<file path="src/rtl/wpc_pkg.sv">
package wpc_pkg;

    // configuration register select codes
    typedef enum logic [2:0] {
        SEL_RELOC = 3'd0,
        SEL_SYSCTL = 3'd1,
        SEL_WP0 = 3'd2,
        SEL_WP1 = 3'd3,
        SEL_WCTL = 3'd4
    } cfg_sel_e;

    // access-type enable codes of one comparator
    typedef enum logic [1:0] {
        WEN_OFF = 2'd0,
        WEN_STORE = 2'd1,
        WEN_ANY = 2'd2,
        WEN_LOAD = 2'd3
    } wp_en_e;

    localparam int SYS_ALIGN_BIT = 1;
    localparam int WCTL_MASK_BIT = 8;
    localparam int WCTL_EN_W = 2;
    localparam logic [2:0] MOE_DATA_WP = 3'd2;

    // decoded control state
    typedef struct packed {
        logic align_en;
        logic mask_mode;
        wp_en_e en1;
        wp_en_e en0;
    } ctl_t;

    function automatic logic type_match(wp_en_e en, logic store);
        case (en)
            WEN_STORE: return store;
            WEN_ANY: return 1'b1;
            WEN_LOAD: return !store;
            default: return 1'b0;
        endcase
    endfunction

endpackage

</file>
<file path="src/rtl/wpc_compare.sv">
module wpc_compare
    import wpc_pkg::*;
#(
    parameter int ADDR_W = 32,
    parameter int NUM_WP = 2
) (
    input logic [ADDR_W-1:0] addr,
    input logic store,
    input logic [ADDR_W-1:0] wp0,
    input logic [ADDR_W-1:0] wp1,
    input ctl_t ctl,
    output logic [NUM_WP-1:0] hit_vec
);

    logic [NUM_WP-1:0][ADDR_W-1:0] wp_regs;
    wp_en_e [NUM_WP-1:0] wp_ens;
    logic [NUM_WP-1:0] ind_hit;
    logic mask_hit;

    assign wp_regs[0] = wp0;
    assign wp_regs[1] = wp1;
    assign wp_ens[0] = ctl.en0;
    assign wp_ens[1] = ctl.en1;

    genvar g;
    generate
        for (g = 0; g < NUM_WP; g++) begin : g_cmp
            assign ind_hit[g] = type_match(wp_ens[g], store)
                && (addr[ADDR_W-1:2] == wp_regs[g][ADDR_W-1:2]);
        end
    endgenerate

    assign mask_hit = type_match(ctl.en0, store)
        && ((addr & ~wp1) == (wp0 & ~wp1));

    always_comb begin
        if (ctl.mask_mode) begin
            hit_vec = '0;
            hit_vec[0] = mask_hit;
        end else begin
            hit_vec = ind_hit;
        end
    end

endmodule

</file>
<file path="config.mk">
export PLATFORM = sky130hd
export DESIGN_NAME = wpc_compare
export DESIGN_NICKNAME = d
export VERILOG_FILES = /design/src/rtl/wpc_pkg.sv /design/src/rtl/wpc_compare.sv
export SDC_FILE = /design/constraint.sdc
export NUM_CORES = 1
export LEC_CHECK = 0
export CAP_MARGIN = 15
export CORE_MARGIN = 1.5
export CORE_UTILIZATION = 40
export DETAILED_ROUTE_END_ITERATION = 8
export PLACE_DENSITY = 0.91
export SETUP_SLACK_MARGIN = 0.5
export SLEW_MARGIN = 20
export SYNTH_ARGS = -nofsm -noshare
export SYNTH_HDL_FRONTEND = slang
export SYNTH_SLANG_ARGS = --single-unit
</file>
<file path="constraint.sdc">
create_clock -name vclk -period 3.2
set_input_delay 0.48 -clock vclk [all_inputs]
set_output_delay 0.48 -clock vclk [all_outputs]
set_load 0.005 [all_outputs]
</file>
=== Word level (Yosys, flattened, before mapping) ===
Cells that the tools add are included.
W data, S select, Z words.

* Reductions and logical operators: 4
* Multiplexer cells: 3
* Eq/ne operators: 9
* Bitwise gates (word level): 3

{| class="wikitable"
|+ Operators with widths
! cell !! count
|-
| $and A32 B32 Y32 || 2
|-
| $eq A30 B30 Y1 || 2
|-
| $eq A32 B32 Y1 || 1
|-
| $not A32 Y32 || 1
|-
| $eq A2 B2 Y1 const B || 4
|-
| $pmux W1 S3 || 2
|-
| $eq A2 B1 Y1 const B || 2
|-
| $logic_and A1 B1 Y1 || 3
|-
| $mux W2 || 1
|-
| $logic_not A1 Y1 || 1
|}

* Input port bits: 103
* Register bits after elaboration: 0

=== Depth between registers and ports, before layout ===
* Depth in word-level cells: 5
* Mapped depth: 7
* Gate-level depth less buffers: 7

=== Worst setup path before layout ===
Ideal clock, no wire load.

* Path type: input-to-output
* From: in addr[29]
* To: out hit_vec[0]
* Stages on the path: 5
* Required time: 2.720 ns
* Arrival: 1.644 ns
* Path slack: 1.076 ns
* Buffers on the path: 0
* Cell sequence: xor2_1 nor4_1 nand4_1 or4_1 a21oi_1

* Cells in the longest elaborated chain, start to end: 4

{| class="wikitable"
|+ Ends and longest elaborated chain
! what !! line !! source
|-
| from (decl) || wpc_compare.sv:7 || <nowiki>input logic [ADDR_W-1:0] addr,</nowiki>
|-
| $and A32 B32 Y32 || wpc_compare.sv:34 || <nowiki>&& ((addr & ~wp1) == (wp0 & ~wp1));</nowiki>
|-
| $eq A32 B32 Y1 || wpc_compare.sv:34 ||
|-
| $logic_and A1 B1 Y1 || wpc_compare.sv:34 ||
|-
| $mux W2 * || wpc_compare.sv:37 || <nowiki>if (ctl.mask_mode) begin</nowiki>
|-
| to (decl) || wpc_compare.sv:12 || <nowiki>output logic [NUM_WP-1:0] hit_vec</nowiki>
|}

Mark *: on every way between the ends. The rest lies on a longest branch, timed or not.

=== Worst setup path in the final report ===
* From: in wp0[22]
* To: out hit_vec[0]

* Cells in the longest elaborated chain, start to end: 4

{| class="wikitable"
|+ Ends and longest elaborated chain
! what !! line !! source
|-
| from (decl) || wpc_compare.sv:9 || <nowiki>input logic [ADDR_W-1:0] wp0,</nowiki>
|-
| $and A32 B32 Y32 || wpc_compare.sv:34 ||
|-
| $eq A32 B32 Y1 || wpc_compare.sv:34 ||
|-
| $logic_and A1 B1 Y1 || wpc_compare.sv:34 ||
|-
| $mux W2 * || wpc_compare.sv:37 ||
|}

Marked as above.

==> qor.json <==
{
  "run_status": {"value": "completed"},
  "nFlopsAndLatches": {"value": 0},
  "insertedDiodeCount": {"value": 0},
  "synthesis_to_finish_area_growth": {"value": 102, "unit": "%"},
  "cts_setup_buffers": {"value": 0},
  "timing.final.crit_share": {"value": 85.9, "unit": "%"},
  "grt_pass1_wl": {"value": 7430, "unit": "µm"},
  "critical_path.slowest_cell": {"value": "sky130_fd_sc_hd__clkdlybuf4s50_1"},
  "grt_antenna_before_repair": {"value": 0},
  "cp_num_buf_inv": {"value": 2},
  "tightestPinTransition": {"value": 302, "unit": "ps"},
  "rows": {"value": 21},
  "final_common_cell": {"value": "sky130_fd_sc_hd__dlymetal6s2s_1"},
  "grt_max_degree": {"value": 4},
  "first_global_vias": {"value": 1699},
  "total_area_of_sequential_cells": {"value": 0, "unit": "µm²"},
  "slew_violations": {"value": 0},
  "synth_simple_gate_area_share": {"value": 26.5, "unit": "%"},
  "leakage": {"value": 1.69, "unit": "nW"},
  "detail_route.first_pass.iterations": {"value": 4},
  "type_of_the_worst_min_delay_path": {"value": "input pin to primary output"},
  "nClkBuffers": {"value": 0},
  "crit_family": {"value": "simple AND/OR/NAND/NOR gates"},
  "p_comb_share": {"value": 100.0, "unit": "%"},
  "final_hold_violating_endpoints": {"value": 0},
  "largest_family_of_logic_cells_by_synthesized_area": {"value": "XOR/XNOR gates"},
  "finish.instance_area": {"value": 0.00294, "unit": "mm²"},
  "ant_nets": {"value": 0},
  "cell_chain_critical_path": {"value": "clkdlybuf4s50_1 > xor2_1 > nor4_2 > nand4_1 > or4_4 > a21oi_2 > buf_2"},
  "start_util": {"value": 42.7, "unit": "%"},
  "cellPowerDensity": {"value": 117, "unit": "mW/mm²"},
  "postSynthCellCount": {"value": 190},
  "rsz0062_at_grt": {"value": "true"},
  "critical_path.startpoint_type": {"value": "input pin"},
  "detail_route.iter0.violations": {"value": 77},
  "report.final.setup_viol": {"value": 0},
  "share_of_synthesized_area_spent_on_multiplexers": {"value": 0, "unit": "%"},
  "worst_ir_drop_vdd": {"value": 0.0000682, "unit": "V"},
  "clock_power_share": {"value": 0, "unit": "%"},
  "critical_path.max_stage_delay": {"value": 450, "unit": "ps"},
  "timing.fmax": {"value": 0.364, "unit": "GHz"},
  "grtUsageTotal": {"value": 22.8, "unit": "%"},
  "net-switching-power": {"value": 141, "unit": "µW"},
  "global_placer_s_final_weighted_congestion": {"value": 0.821},
  "placedInstanceArea": {"value": 0.00264, "unit": "mm²"},
  "hpwlAfterDp": {"value": 4310, "unit": "µm"},
  "critPathRequiredTime": {"value": 2720, "unit": "ps"},
  "synth.cell_area": {"value": 0.00146, "unit": "mm²"},
  "layoutNonFillerInstCount": {"value": 351},
  "routed_wl": {"value": 5740, "unit": "µm"},
  "final_nets": {"value": 440},
  "worst-path-max-fanout": {"value": 2},
  "synth.distinct_cells": {"value": 14},
  "detail_route.drc_violations": {"value": 0},
  "yosysSeqAreaShare": {"value": 0, "unit": "%"},
  "end_kind": {"value": "primary output"},
  "die_area": {"value": 0.00402, "unit": "mm²"},
  "mappedNetlistNets": {"value": 323},
  "vertical_die_dimension": {"value": 63.4, "unit": "µm"},
  "synth-warning-count": {"value": 0},
  "power_switching_share": {"value": 41.2, "unit": "%"},
  "timing.slew.headroom": {"value": 79.7, "unit": "%"},
  "fin_crit": {"value": 2750, "unit": "ps"},
  "synthAdderAreaFrac": {"value": 25.8, "unit": "%"},
  "die_width": {"value": 63.4, "unit": "µm"},
  "placement.io_buffers": {"value": 104},
  "top_level_ports": {"value": 105},
  "synth_compound_area_share": {"value": 1.55, "unit": "%"},
  "post_route_cells_drive_above_1_share": {"value": 14.4, "unit": "%"},
  "cellInternalPower": {"value": 202, "unit": "µW"},
  "numPlacedInstances": {"value": 351},
  "drt-vias-per-instance": {"value": 5.10},
  "maxcap_violations": {"value": 0},
  "crit_type": {"value": "input pin to primary output"},
  "most-common-layout-cells": {"value": "sky130_fd_sc_hd__dlymetal6s2s_1, sky130_fd_sc_hd__clkdlybuf4s50_1, sky130_fd_sc_hd__inv_1"},
  "synth_xor_xnor_area_share": {"value": 38.5, "unit": "%"},
  "crit_arrival": {"value": 2270, "unit": "ps"},
  "detailroute.via_count": {"value": 1791},
  "wl_per_instance": {"value": 16.4, "unit": "µm"},
  "leftover_overflow_at_the_end_of_global_routing": {"value": 0},
  "timing.setup.tns": {"value": 0, "unit": "ps"},
  "report.power.total": {"value": 343, "unit": "µW"},
  "placeableCoreArea": {"value": 0.00342, "unit": "mm²"},
  "timing.hold.ws": {"value": 1670, "unit": "ps"},
  "syn_avg_cell_area": {"value": 7.67, "unit": "µm²"},
  "power_frac_seq": {"value": 0, "unit": "%"}
}
synthesized netlist by cell type:
| cell type | n | area, µm² |
|---|---|---|
| sky130_fd_sc_hd__inv_1 | 30 | 113 |
| sky130_fd_sc_hd__nor2b_1 | 30 | 188 |
| sky130_fd_sc_hd__o2111ai_1 | 2 | 17.5 |
| sky130_fd_sc_hd__nand4_1 | 13 | 81.3 |
| sky130_fd_sc_hd__nor4_1 | 11 | 68.8 |
| sky130_fd_sc_hd__xor2_1 | 29 | 254 |
| sky130_fd_sc_hd__nand2_1 | 3 | 11.3 |
| sky130_fd_sc_hd__nand3_1 | 3 | 15.0 |
| sky130_fd_sc_hd__xnor2_1 | 35 | 307 |
| sky130_fd_sc_hd__nand4b_1 | 1 | 8.76 |
| sky130_fd_sc_hd__or4_1 | 1 | 7.51 |
| sky130_fd_sc_hd__a21oi_1 | 1 | 5.00 |
| sky130_fd_sc_hd__ha_1 | 30 | 375 |
| sky130_fd_sc_hd__and3_1 | 1 | 6.26 |
cell families after synthesis:
logic type	count (synthesis)
AOI/OAI and AO/OA	3
buffers and inverters	30
xor gates and xnor gates	64
and+or+nand+nor	63
adders and majority gates	30
power groups by stage:
stage / registers [mW] / clock network [mW] / logic, mW
after floorplan: 0 / 0 / 0.126
after global placement: 0 / 0 / 0.309
after detailed placement: 0 / 0 / 0.316
after CTS: 0 / 0 / 0.319
after global routing: 0 / 0 / 0.369
final: 0 / 0 / 0.343
through the flow:
stage	utilization [%]	setup WS, ps
floorplan	-	1080
global placement	77.3	-176
detailed placement	77.3	-137
CTS	77.5	270
global route	86.2	298
finish	86.2	450
routing by layer:
layer	up-vias	track usage (%)	part of all wire (%)
met4	0	1.90	3.1
met1	831	27.0	37
li1	866	-	-
met3	16	1.79	6.1
met5	-	0	0
met2	78	45.5	53
worst paths after layout:
path / startpoint / depth (start not counted) / slack [ps] / endpoint
worst max-delay path: wp0[22] / 7 / 450 / hit_vec[0]
worst min-delay path: wp0[14] / 7 / 1670 / hit_vec[0]
what timing repair did:
action | in CTS | in global routing
hold buffers | 0 | 0
pin swaps | 4 | 43
gates resized for setup | 9 | 92
endpoints found under the setup margin | 2 | 2
area by class of cell:
type	count	area (µm²)
fillers	185	473
inverters	30	113
multi-input cells	160	1510
well taps	46	57.6
repair buffers	115	1260
Power figures use the tool's default switching activity.
